===== src/rtl/ir_burst_pkg.sv =====
package ir_burst_pkg;
  timeunit 1ns;
  timeprecision 1ps;

  // Carrier period in clocks for the selected divisor.
  function automatic int unsigned car_period(input logic alt_sel,
                                             input int unsigned base_div,
                                             input int unsigned alt_div);
    return alt_sel ? alt_div : base_div;
  endfunction

  // Number of high clocks within one carrier period.
  function automatic int unsigned car_high(input logic alt_sel,
                                           input logic third,
                                           input int unsigned base_div,
                                           input int unsigned alt_div);
    if (!alt_sel) return base_div / 2;
    return third ? (alt_div / 3) : (alt_div / 2);
  endfunction
endpackage


===== src/rtl/ir_car_div.sv =====
module ir_car_div
  import ir_burst_pkg::*;
#(
  parameter int unsigned BASE_DIV = 8,
  parameter int unsigned ALT_DIV  = 12
) (
  input  logic clk_i,
  input  logic rst_ni,
  input  logic alt_sel_i,
  input  logic third_i,
  output logic car_o
);
  timeunit 1ns;
  timeprecision 1ps;

  localparam int unsigned MAX_DIV = (ALT_DIV > BASE_DIV) ? ALT_DIV : BASE_DIV;
  localparam int unsigned PH_W    = $clog2(MAX_DIV);

  logic [PH_W-1:0] phase_q;
  logic [PH_W-1:0] last_ph;
  logic [PH_W-1:0] high_lim;
  logic            phase_wrap;

  always_comb begin
    last_ph  = PH_W'(car_period(alt_sel_i, BASE_DIV, ALT_DIV) - 1);
    high_lim = PH_W'(car_high(alt_sel_i, third_i, BASE_DIV, ALT_DIV));
  end

  // Free-running: never restarted by a segment write.
  assign phase_wrap = (phase_q >= last_ph);

  always_ff @(posedge clk_i or negedge rst_ni) begin
    if (!rst_ni)         phase_q <= '0;
    else if (phase_wrap) phase_q <= '0;
    else                 phase_q <= phase_q + PH_W'(1);
  end

  assign car_o = (phase_q < high_lim);

  AST_PHASE_WRAPS: assert property (@(posedge clk_i) disable iff (!rst_ni)
    (phase_q == last_ph) |=> (phase_q == '0));

  AST_PHASE_ADVANCES: assert property (@(posedge clk_i) disable iff (!rst_ni)
    (phase_q < last_ph) |=> (phase_q == $past(phase_q) + PH_W'(1)));
endmodule


===== src/rtl/ir_seg_counter.sv =====
module ir_seg_counter #(
  parameter int unsigned CNT_W = 9
) (
  input  logic             clk_i,
  input  logic             rst_ni,
  input  logic             tick_i,
  input  logic             run_i,
  input  logic             load_i,
  input  logic [CNT_W:0]   load_word_i,
  output logic             emit_o,
  output logic             done_o
);
  timeunit 1ns;
  timeprecision 1ps;

  logic [CNT_W-1:0] cnt_q;
  logic             en_q;
  logic             active_q;
  logic             done_q;

  logic step;
  logic cnt_zero;
  logic seg_expire;
  logic cnt_dec;
  logic hit_zero;

  assign step       = run_i & tick_i & active_q & ~load_i;
  assign cnt_zero   = (cnt_q == '0);
  assign seg_expire = step & cnt_zero;
  assign cnt_dec    = step & ~cnt_zero;
  assign hit_zero   = (cnt_dec & (cnt_q == CNT_W'(1))) |
                      (load_i & (load_word_i[CNT_W-1:0] == '0));

  always_ff @(posedge clk_i or negedge rst_ni) begin
    if (!rst_ni) begin
      cnt_q    <= '0;
      en_q     <= 1'b0;
      active_q <= 1'b0;
      done_q   <= 1'b0;
    end else begin
      done_q <= hit_zero;
      if (load_i) begin
        cnt_q    <= load_word_i[CNT_W-1:0];
        en_q     <= load_word_i[CNT_W];
        active_q <= 1'b1;
      end else if (seg_expire) begin
        active_q <= 1'b0;
      end else if (cnt_dec) begin
        cnt_q <= cnt_q - CNT_W'(1);
      end
    end
  end

  assign emit_o = en_q & active_q;
  assign done_o = done_q;

  AST_STEP_BY_ONE: assert property (@(posedge clk_i) disable iff (!rst_ni)
    cnt_dec |=> (cnt_q == $past(cnt_q) - CNT_W'(1)));

  AST_DONE_AT_ZERO: assert property (@(posedge clk_i) disable iff (!rst_ni)
    done_q |-> (cnt_q == '0) && active_q);

  AST_FROZEN_WHEN_STOPPED: assert property (@(posedge clk_i) disable iff (!rst_ni)
    (!run_i && !load_i) |=> ($stable(cnt_q) && $stable(active_q) && !done_q));

  AST_EXPIRE_ENDS: assert property (@(posedge clk_i) disable iff (!rst_ni)
    seg_expire |=> !active_q);
endmodule


===== src/rtl/ir_tx_gate.sv =====
module ir_tx_gate (
  input  logic clk_i,
  input  logic rst_ni,
  input  logic emit_i,
  input  logic car_i,
  output logic carrier_o,
  output logic busy_n_o
);
  timeunit 1ns;
  timeprecision 1ps;

  always_ff @(posedge clk_i or negedge rst_ni) begin
    if (!rst_ni) begin
      carrier_o <= 1'b0;
      busy_n_o  <= 1'b1;
    end else begin
      carrier_o <= emit_i & car_i;
      busy_n_o  <= ~emit_i;
    end
  end

  AST_SILENT_WHEN_IDLE: assert property (@(posedge clk_i) disable iff (!rst_ni)
    !emit_i |=> (!carrier_o && busy_n_o));

  AST_CARRIER_NEEDS_BUSY: assert property (@(posedge clk_i) disable iff (!rst_ni)
    carrier_o |-> !busy_n_o);
endmodule


===== src/rtl/ir_burst_timer.sv =====
module ir_burst_timer #(
  parameter int unsigned CNT_W    = 9,
  parameter int unsigned BASE_DIV = 8,
  parameter int unsigned ALT_DIV  = 12
) (
  input  logic           clk_i,
  input  logic           rst_ni,
  input  logic           tick_i,
  input  logic           run_i,
  input  logic           div_sel_i,
  input  logic           duty_third_i,
  input  logic           load_i,
  input  logic [CNT_W:0] load_word_i,
  output logic           carrier_o,
  output logic           busy_n_o,
  output logic           done_o
);
  timeunit 1ns;
  timeprecision 1ps;

  logic seg_emit;
  logic car_raw;

  ir_seg_counter #(.CNT_W(CNT_W)) u_seg (
    .clk_i       (clk_i),
    .rst_ni      (rst_ni),
    .tick_i      (tick_i),
    .run_i       (run_i),
    .load_i      (load_i),
    .load_word_i (load_word_i),
    .emit_o      (seg_emit),
    .done_o      (done_o)
  );

  ir_car_div #(.BASE_DIV(BASE_DIV), .ALT_DIV(ALT_DIV)) u_div (
    .clk_i     (clk_i),
    .rst_ni    (rst_ni),
    .alt_sel_i (div_sel_i),
    .third_i   (duty_third_i),
    .car_o     (car_raw)
  );

  ir_tx_gate u_gate (
    .clk_i     (clk_i),
    .rst_ni    (rst_ni),
    .emit_i    (seg_emit),
    .car_i     (car_raw),
    .carrier_o (carrier_o),
    .busy_n_o  (busy_n_o)
  );

  AST_LOAD_STARTS_BURST: assert property (@(posedge clk_i) disable iff (!rst_ni)
    (load_i && load_word_i[CNT_W]) |=> seg_emit);
endmodule


===== config.mk =====
export PLATFORM = sky130hd
export DESIGN_NAME = ir_burst_timer
export DESIGN_NICKNAME = d
export VERILOG_FILES = /design/src/rtl/ir_burst_pkg.sv /design/src/rtl/ir_car_div.sv /design/src/rtl/ir_seg_counter.sv /design/src/rtl/ir_tx_gate.sv /design/src/rtl/ir_burst_timer.sv
export SDC_FILE = /design/constraint.sdc
export NUM_CORES = 1
export LEC_CHECK = 0
export BUFFER_PORTS_ARGS = -buffer_cell sky130_fd_sc_hd__buf_2
export CAP_MARGIN = 20
export CORE_AREA = 2 2 51 53
export CTS_CLUSTER_DIAMETER = 120
export CTS_CLUSTER_SIZE = 25
export DETAILED_ROUTE_END_ITERATION = 12
export DIE_AREA = 0 0 53 55
export PLACE_DENSITY_LB_ADDON = 0.15
export SYNTH_ARGS = -nofsm -noshare
export SYNTH_HDL_FRONTEND = slang
export SYNTH_SLANG_ARGS = --single-unit

===== constraint.sdc =====
create_clock -name clk_i -period 3 [get_ports clk_i]
set_clock_uncertainty 0.15 [all_clocks]
set_input_delay 0.3 -clock clk_i [delete_from_list [all_inputs] [get_ports clk_i]]
set_output_delay 0.3 -clock clk_i [all_outputs]
set_load 0.02 [all_outputs]

-- Yosys cells after proc, flatten, opt, wreduce, memory -nomap -nowiden
Cells that the tools add are included.
- register bits after elaboration: 18
- bits of input ports: 17
- output and inout bits: 3
- word-level logic and storage cells: 41
- add/sub/neg operators: 3
- magnitude comparators: 2
- equality and inequality tests: 2
- mux-type cells: 9
- bitwise operators: 13
- reduce and logical (&&, ||, !) cells: 5
- operators by type and width (kind ; count):
    $mux W9 ; 3
    $logic_not A9 Y1 ; 2
    $and A1 B1 Y1 ; 9
    $eq A9 B1 Y1 const B ; 1
    $sub A9 B1 Y9 const B ; 1
    $mux W4 ; 2
    $add A4 B1 Y4 const B ; 1
    $ge A4 B4 Y1 ; 1
    $lt A4 B4 Y1 ; 1
    $reduce_bool A2 Y1 ; 2
    $sub A4 B1 Y4 const B ; 1
    $mux W3 ; 1
    $not A1 Y1 ; 3
    $mux W1 ; 2
    $mux W2 ; 1
    $ne A2 B2 Y1 const B ; 1
    $reduce_and A2 Y1 ; 1
    $or A1 B1 Y1 ; 1

-- Longest topological paths before layout
Gate-level depths: netlist of the first run.
- depth after elaboration: 7
- mapped depth: 7
- depth with buffers taken out: 6

-- Cells and area by module
From an unflattened synthesis of the first run, not the netlist that was laid out.
- cells, all modules: 97
- area, all modules: 1063.5 µm²
- by module, submodules not included (module ; times used ; cells each ; area an instance (µm²) ; seq. area each (µm²)):
    ir_seg_counter ; 1 ; 73 ; 793.3 ; 300.3
    ir_car_div ; 1 ; 20 ; 209.0 ; 100.1
    ir_tx_gate ; 1 ; 4 ; 61.3 ; 51.3

-- Least setup slack after synthesis of the first run
No wires, ideal clock.
- path type: flip-flop to flip-flop
- start: register u_seg.cnt_q[0]
- end: register u_seg.cnt_q[4]
- setup time: 0.123 ns
- data arrival time: 1.418 ns
- data required time: 2.727 ns
- setup slack: 1.309 ns
- stages on the path, launching flop included: 8
- buffers on the path: 1
- period minus slack after synthesis: 1.691 ns
- path through: dfrtp_1 inv_1 ha_1 nor2b_1 and4_1 buf_4 a21oi_2 o221a_1
- longest elaborated chain between the ends: 5
- elaborated cells on any way between the ends: 11
- those cells by class: add/sub: 1; eq/ne: 1; mux: 3; bitwise: 3; reduce/logical: 3
- ends and longest elaborated chain (item ; line ; RTL):
    start: declaration ; ir_seg_counter.sv:16 ; logic [CNT_W-1:0] cnt_q;
    start signal: assignment ; ir_seg_counter.sv:43 ; cnt_q <= load_word_i[CNT_W-1:0];
    start signal: assignment ; ir_seg_counter.sv:49 ; cnt_q <= cnt_q - CNT_W'(1);
    parallel branches: the longest is 5 deep, another holds $sub A9 B1 Y9 ; -- ;
Parallel ways; which one is timed is not known. The select of a mux whose other input is x is not followed.
A chain may end at the register's enable or synchronous reset.

-- Worst setup path in the final report of the first run
- start: register u_seg.cnt_q[0]
- end: register u_seg.cnt_q[1]
Same word-level chain as after synthesis.

==> metrics.log, run 1 <==
[metrics] net switching power: around 200 uW
[metrics] fill cell count: 230
[metrics] adder and majority cell fraction of the synthesized area: 7.46%
[metrics] overall global routing resource usage: 16.3%
[metrics] global placer's final weighted congestion: approximately 0.84
[metrics] routed wire length per instance: around 13 um
[metrics] commonest cells after routing, fill and taps aside: 19 x sky130_fd_sc_hd__buf_2, 17 x sky130_fd_sc_hd__dfrtp_1, 12 x sky130_fd_sc_hd__nor2_1
[metrics] Hold Fails Final Rpt: 0
[metrics] post-synthesis sequential area ratio: 44.9%
[metrics] sort of element at the end of the critical path: register
[metrics] worst min-delay path class: input pin to register
[metrics] Syn. warnings: 0
[metrics] clock transition at the register clock pins on the worst setup and hold paths after CTS: 0.10 ns
[metrics] worst relative slew slack: approximately 62%
[metrics] Ant. Diodes: 0
[metrics] number of distinct library cells after synthesis: 35
[metrics] area occupied by multi-input gates: between 500 and 600 um2
[metrics] critical path launch point type: register
[metrics] layout cells sized above 1: between 20% and 30%
[metrics] part of the total power dissipated in combinational logic: 26.5%
[metrics] floorplan die area: 2920 um2
[metrics] peak clock frequency supported by timing: 516 MHz
[metrics] Max Root-Sink Buffers: 2
[metrics] number of global-route vias before repair: about 770
[metrics] most common cell after layout, fill and taps aside: sky130_fd_sc_hd__buf_2
[metrics] number of CTS-inserted buffers: 3
[metrics] total DRC errors in the routed layout: 0
[metrics] data arrival at the endpoint of the critical path: 1.97 ns
[metrics] Fin Setup TNS: 0 ns
[metrics] Critical Path End: u_seg.cnt_q[1]$_DFFE_PN0P_
[metrics] placeable core region: 2360 um2
[metrics] unrepaired setup endpoints after global routing: false
[metrics] start point of the critical path: u_seg.cnt_q[0]$_DFFE_PN0P_
[metrics] pin count of the biggest net entering global routing: 19
[metrics] final worst-path setup slack: 1.06 ns
[metrics] maximum capacitance violations: 0
[metrics] Root Driver: sky130_fd_sc_hd__clkbuf_4
[metrics] Vias per Instance: roughly 5.4
[metrics] critical hold path startpoint: load_word_i[9]
[metrics] count of cell instances traversed by the critical path: 6
[metrics] post-layout minimum cycle time: roughly 1.9 ns
[metrics] clock latency of the later-clocked register in the worst-skew pair: 0.29 ns
[metrics] switching share of power: 31.4%
[metrics] num ports: 20
[metrics] Area growth syn-to-layout: 14.7%
[metrics] standard-cell rows: 18
[metrics] horizontal extent of the die: 53 um
[metrics] total number of vias: 827
[metrics] Die Y-Extent: 55 um
[metrics] areal power density over the cells: 563 nW/um2
[metrics] number of buffers inserted by port buffering: 19
[metrics] initial core utilization: 42.5%
[metrics] endpoint of the most critical register-to-register path: u_seg.cnt_q[1]$_DFFE_PN0P_
[metrics] peak per-stage delay on the critical path: 0.45 ns
[metrics] global-route wire length before repair: 3470 um
[metrics] remaining number of nets flagged by the antenna check after routing: 0
[metrics] Slowest-stage cell, CP: sky130_fd_sc_hd__dfrtp_1
[metrics] fraction of the mapped netlist area in compound gates: 17.8%
[metrics] remaining global-route overflow: 0
[metrics] cells along the critical path: inv_1 -> ha_1 -> nor2b_1 -> and4_1 -> a21oi_1 -> o22a_1
[metrics] startpoint of the lowest-slack register-to-register path: u_seg.cnt_q[0]$_DFFE_PN0P_
[metrics] final setup fails: 0
[metrics] worst-case register-to-register setup slack: 1.06 ns
[metrics] internal power: 446 uW
[metrics] count of cells resized by post-cts repair: 0
[metrics] synthesized net count: 125
[metrics] status: finished, final reports clean
[metrics] worst slack at placement: roughly 1.1 ns
[metrics] FF/Latch Area: approximately 450 um2
[metrics] Pins Over Slew Limit: 0
[metrics] xor and xnor fraction of the mapped netlist area: 1.74%
[metrics] combinational family with the most area after synthesis: simple AND/OR/NAND/NOR gates
[metrics] share of the clock period used by the worst path after layout: 64.6%
[metrics] number of sinks handled by clock tree synthesis: 18
[metrics] CP Max Fanout: 6
[metrics] part of the total power dissipated in the clock network: 22.4%
[metrics] Clock H-tree levels: 1
[metrics] worst-case reg-to-reg path depth: 6
[metrics] number of DRC violations after detailed-routing iteration 0: 20
[metrics] critical setup path kind: register to register
[metrics] post-detailed-placement half-perimeter wirelength: 1580 um
[metrics] average cell area after synthesis: approximately 10 um2
[metrics] Netlist Area Pre-Place: roughly 1000 um2
[metrics] relative contribution of sequential cells to total power: 51.1%
[metrics] total iterations of the first detailed-routing run: 4
[metrics] kind of cell with the highest combined delay on the critical path: simple AND/OR/NAND/NOR gates
[metrics] Critical Path RT: 3.03 ns
[metrics] VDD IR-drop max: around 400 uV
[metrics] cell count after synthesis: 102
[metrics] Routed WL: 2040 um
[metrics] static power due to leakage: 0.526 nW
[metrics] slew at the pin closest to its max-slew limit: 0.564 ns
[metrics] post-synthesis mux area share: around 1.1%
[metrics] Post-Synth Simple-Gate Area: 22.0%
[metrics] number of buffers and inverters on the critical path: 1
[metrics] antenna violations before repair: 0
[metrics] clock tree from TritonCTS: built
[metrics] FF+latch count, synth: 18
[metrics] nets: 146
-- worst min path at each step --
stage	endpoint	slack, ns	cells after the start
3_3_place_gp	u_seg.cnt_q[5]$_DFFE_PN0P_	0.11	1
5_1_grt	u_seg.en_q$_DFFE_PN0P_	0.07	2
3_5_place_dp	u_gate.carrier_o$_DFF_PN0_	0.11	1
2_1_floorplan	u_div.phase_q[0]$_DFF_PN0_	-0.15	0
4_1_cts	u_seg.en_q$_DFFE_PN0P_	0.08	2
6_report	u_seg.en_q$_DFFE_PN0P_	0.09	2
-- metrics by stage --
stage	total power, mW	instances	utilization, %	cell area (um2)	hold slack, ns
after floorplan	0.458	102	-	1010	-0.146
after global placement	0.506	147	46.8	1110	0.109
after detailed placement	0.510	147	46.8	1110	0.108
after CTS	0.657	152	48.8	1150	0.0807
after global routing	0.703	152	48.8	1150	0.0680
final	0.650	152	48.8	1150	0.0895
-- power by group through the flow --
stage / clock network [mW] / registers (mW) / logic [mW]
after floorplan: 0 / 0.336 / 0.122
after global placement: 0 / 0.337 / 0.170
after detailed placement: 0 / 0.337 / 0.173
after CTS: 0.150 / 0.332 / 0.175
after global routing: 0.164 / 0.341 / 0.198
final: 0.146 / 0.332 / 0.172
-- state kept, by name (all words and copies together), names as in the netlist --
register          flops
u_div.phase_q         4
u_gate.busy_n_o       1
u_gate.carrier_o      1
u_seg.active_q        1
u_seg.cnt_q           9
u_seg.done_o          1
u_seg.en_q            1
-- cells in the mapped netlist (all sizes together) --
master   count  area share, %
o22ai        2            1.2
a31oi        1           0.62
a211oi       1           0.75
o22a         1           0.87
a311oi       2            1.7
nand2        5            1.9
nor3         4            2.0
xor2         1           0.87
dfrtp       17             42
and4         1           0.87
and4b        1            1.0
xnor2        1           0.87
a2bb2oi      2            1.7
inv          5            1.9
nand3        7            3.5
nand4        4            2.5
buf          4            3.1
a21o         3            2.2
or3          2            1.2
ha           6            7.5
a21oi        6            3.7
o21ai        2            1.0
mux2         1            1.1
nor2        12            4.5
nor4         3            2.5
o221a        2            2.2
dfstp        1            2.6
nor2b        2            1.2
o311ai       1           0.87
a22oi        1           0.75
nand4b       1           0.87
-- metal layers --
layer / vias to the layer above / part of all wire, % / track usage (%)
met2: 28 / 46 / 25.8
met3: 4 / 5.9 / 4.57
met5: - / 0 / 0
met1: 372 / 47 / 22.1
li1: 423 / - / -
met4: 0 / 1.4 / 4.27
-- cell families after synthesis --
family | Yosys count
adder cells (fa/ha/maj) | 6
AO/OA/AOI/OAI | 24
flip-flops | 18
XOR/XNOR | 2
buffers and inverters | 9
AND/OR/NAND/NOR | 42
multiplexers | 1
-- final cells by class --
cell class / instances / area share (%)
Tap cell: 30 / 3.25
Inverter: 5 / 1.63
Sequential cell: 18 / 39.2
Multi-Input combinational cell: 75 / 43.7
Timing Repair Buffer: 20 / 9.11
Clock buffer: 4 / 3.15
-- repair_timing --
| item | in CTS | in global routing |
|---|---|---|
| hold buffers | 1 | 0 |
| buffers inserted | 0 | 0 |
| hold endpoints to repair | 17 | 0 |
| setup endpoints to repair | 0 | 0 |
No activity file was read; power rests on OpenSTA's default activity.
==> inputs of run 2 (changes only) <==
- clock period: 3 -> 2 ns (I/O delays scaled with it)
==> run 2 against run 1 <==
Effect of this change: critical path type unchanged; register-to-register slack worse by 0.87 ns; cell count up 3.9%; setup slack worse by 0.87 ns; utilization up 2.4 points; largest power group unchanged; highest routed layer unchanged.
==> metrics.log, run 2 (synthesis results as in run 1) <==
[metrics] Root Driver: sky130_fd_sc_hd__clkbuf_4
[metrics] worst relative slew slack: 71.5%
[metrics] commonest cells after routing, fill and taps aside: 19 x sky130_fd_sc_hd__buf_2, 17 x sky130_fd_sc_hd__dfrtp_1, 12 x sky130_fd_sc_hd__nor2_1
[metrics] Routed WL: 2240 um
[metrics] max reg flops: 9
[metrics] post-layout minimum cycle time: 1.80 ns
[metrics] sort of element at the end of the critical path: register
[metrics] worst-case reg-to-reg path depth: 6
[metrics] nets: 152
[metrics] num ports: 20
[metrics] routed wire length per instance: 14.2 um
[metrics] DP Cell Count: 150
[metrics] endpoint of the most critical register-to-register path: u_seg.cnt_q[4]$_DFFE_PN0P_
[metrics] total number of vias: 853
[metrics] share of the clock period used by the worst path after layout: 90.2%
[metrics] peak clock frequency supported by timing: ~550 MHz
[metrics] critical path launch point type: register
[metrics] number of DRC violations after detailed-routing iteration 0: 14
[metrics] Fin Setup TNS: 0 ns
[metrics] critical setup path kind: register to register
[metrics] register with the most flip-flops: u_seg.cnt_q
[metrics] unrepaired setup endpoints after global routing: false
[metrics] static power due to leakage: 0.556 nW
[metrics] global-route wire length before repair: 3700 um
[metrics] Clock H-tree levels: 1
[metrics] remaining number of nets flagged by the antenna check after routing: 0
[metrics] clock tree from TritonCTS: built
[metrics] Critical Path End: u_seg.cnt_q[4]$_DFFE_PN0P_
[metrics] number of sinks handled by clock tree synthesis: 18
[metrics] registers with the most flip-flops: u_seg.cnt_q (9), u_div.phase_q (4)
[metrics] total power draw: approximately 990 uW
[metrics] Die Y-Extent: 55 um
[metrics] remaining global-route overflow: 0
[metrics] clock transition at the register clock pins on the worst setup and hold paths after CTS: 0.11 ns
[metrics] Critical Path RT: 2.03 ns
[metrics] horizontal extent of the die: 53 um
[metrics] number of buffers inserted by port buffering: 19
[metrics] Area growth syn-to-layout: 20.4%
[metrics] worst-case register-to-register setup slack: 0.20 ns
[metrics] clock latency of the later-clocked register in the worst-skew pair: 0.29 ns
[metrics] Ant. Diodes: 0
[metrics] placeable core region: 2360 um2
[metrics] slew at the pin closest to its max-slew limit: 0.427 ns
[metrics] status: finished, final reports clean
[metrics] start point of the critical path: u_seg.cnt_q[0]$_DFFE_PN0P_
[metrics] antenna violations before repair: 0
[metrics] Pins Over Slew Limit: 0
[metrics] floorplan die area: 2920 um2
[metrics] number of standard cells in the layout, taps in and fillers out: 158
[metrics] number of global-route vias before repair: 830
[metrics] most common cell after layout, fill and taps aside: sky130_fd_sc_hd__buf_2
[metrics] VDD IR-drop max: 655 uV
[metrics] post-detailed-placement half-perimeter wirelength: 1700 um
[metrics] number of CTS-inserted buffers: 3
[metrics] total DRC errors in the routed layout: 0
[metrics] startpoint of the lowest-slack register-to-register path: u_seg.cnt_q[0]$_DFFE_PN0P_
[metrics] initial core utilization: 42.5%
[metrics] CP Max Fanout: 6
[metrics] total iterations of the first detailed-routing run: 3
[metrics] layout cells sized above 1: approximately 26%
[metrics] maximum capacitance violations: 0
[metrics] worst min-delay path class: input pin to register
[metrics] overall global routing resource usage: 18.1%
[metrics] areal power density over the cells: ~800 nW/um2
[metrics] final setup fails: 0
[metrics] Max Root-Sink Buffers: 2
[metrics] standard-cell rows: 18
[metrics] pin count of the biggest net entering global routing: 19
[metrics] data arrival at the endpoint of the critical path: ~1.8 ns
[metrics] global placer's final weighted congestion: 0.862
[metrics] fill cell count: 246
[metrics] Hold Fails Final Rpt: 0
[metrics] Vias per Instance: 5.40
[run 2: cell types whose count changed in the layout (fill, tap and decap cells not counted)]
cell,delta
sky130_fd_sc_hd__and4_1,-1
sky130_fd_sc_hd__and4_4,+1
sky130_fd_sc_hd__buf_4,+3
sky130_fd_sc_hd__nor2b_2,+1
sky130_fd_sc_hd__dlygate4sd3_1,+3
sky130_fd_sc_hd__nor2b_1,-1
[run 2: worst max-delay path, stage by stage, from the launching register on]
cell and delay [ns]:
sky130_fd_sc_hd__dfrtp_1 0.46, sky130_fd_sc_hd__inv_1 0.13, sky130_fd_sc_hd__ha_1 0.17, sky130_fd_sc_hd__nor2b_2 0.19
sky130_fd_sc_hd__and4_4 0.30, sky130_fd_sc_hd__a21oi_2 0.04, sky130_fd_sc_hd__o221a_1 0.24
[run 2: worst min-delay path by stage]
stage / startpoint / endpoint / depth (start not counted)
2_1_floorplan: rst_ni / u_div.phase_q[0]$_DFF_PN0_ / 0
3_3_place_gp: rst_ni / u_seg.cnt_q[5]$_DFFE_PN0P_ / 1
3_5_place_dp: rst_ni / u_seg.cnt_q[5]$_DFFE_PN0P_ / 1
4_1_cts: load_word_i[7] / u_seg.done_o$_DFF_PN0_ / 4
5_1_grt: load_word_i[7] / u_seg.done_o$_DFF_PN0_ / 4
6_report: load_word_i[7] / u_seg.done_o$_DFF_PN0_ / 4
[run 2: timing repair]
action                                  in CTS  in global routing
hold endpoints to repair                    21                  0
hold buffers                                 4                  0
buffers inserted                             0                  0
endpoints found under the setup margin       0                  4
gates resized for setup                      0                  3
[run 2: final cells by class]
type / instances / area (um2) / share of cell area (%)
sequential: 18 / 452 / 37.3
timing repair buffer: 26 / 158 / 13.0
clock buffer: 4 / 36.3 / 3.00
inverter: 5 / 18.8 / 1.55
tap: 30 / 37.5 / 3.10
multi-input combinational: 75 / 509 / 42.0
[run 2: power by group]
part	total (mW)	internal (mW)	switching, mW
logic	0.268	0.128	0.140
registers	0.500	0.436	0.0635
clock network	0.223	0.111	0.112
[run 2: layer usage]
layer	share of wire (%)	track usage, %	routed length (um)	vias up
li1	-	-	-	435
met1	49	23.2	1090	403
met2	47	28.5	1050	11
met3	2.5	3.76	55	4
met4	1.7	10.3	37	0
met5	0	0	0	-
[run 2: stage by stage]
stage	hold slack, ns	area (um2)	util, %	setup WS, ns
global placement	0.000331	1130	47.8	0.151
finish	0.0358	1210	51.2	0.196
detailed placement	0.00244	1130	47.8	0.0836
CTS	0.0292	1210	51.0	0.0530
floorplan	-0.246	1010	-	0.309
global route	0.0347	1210	51.2	0.0480
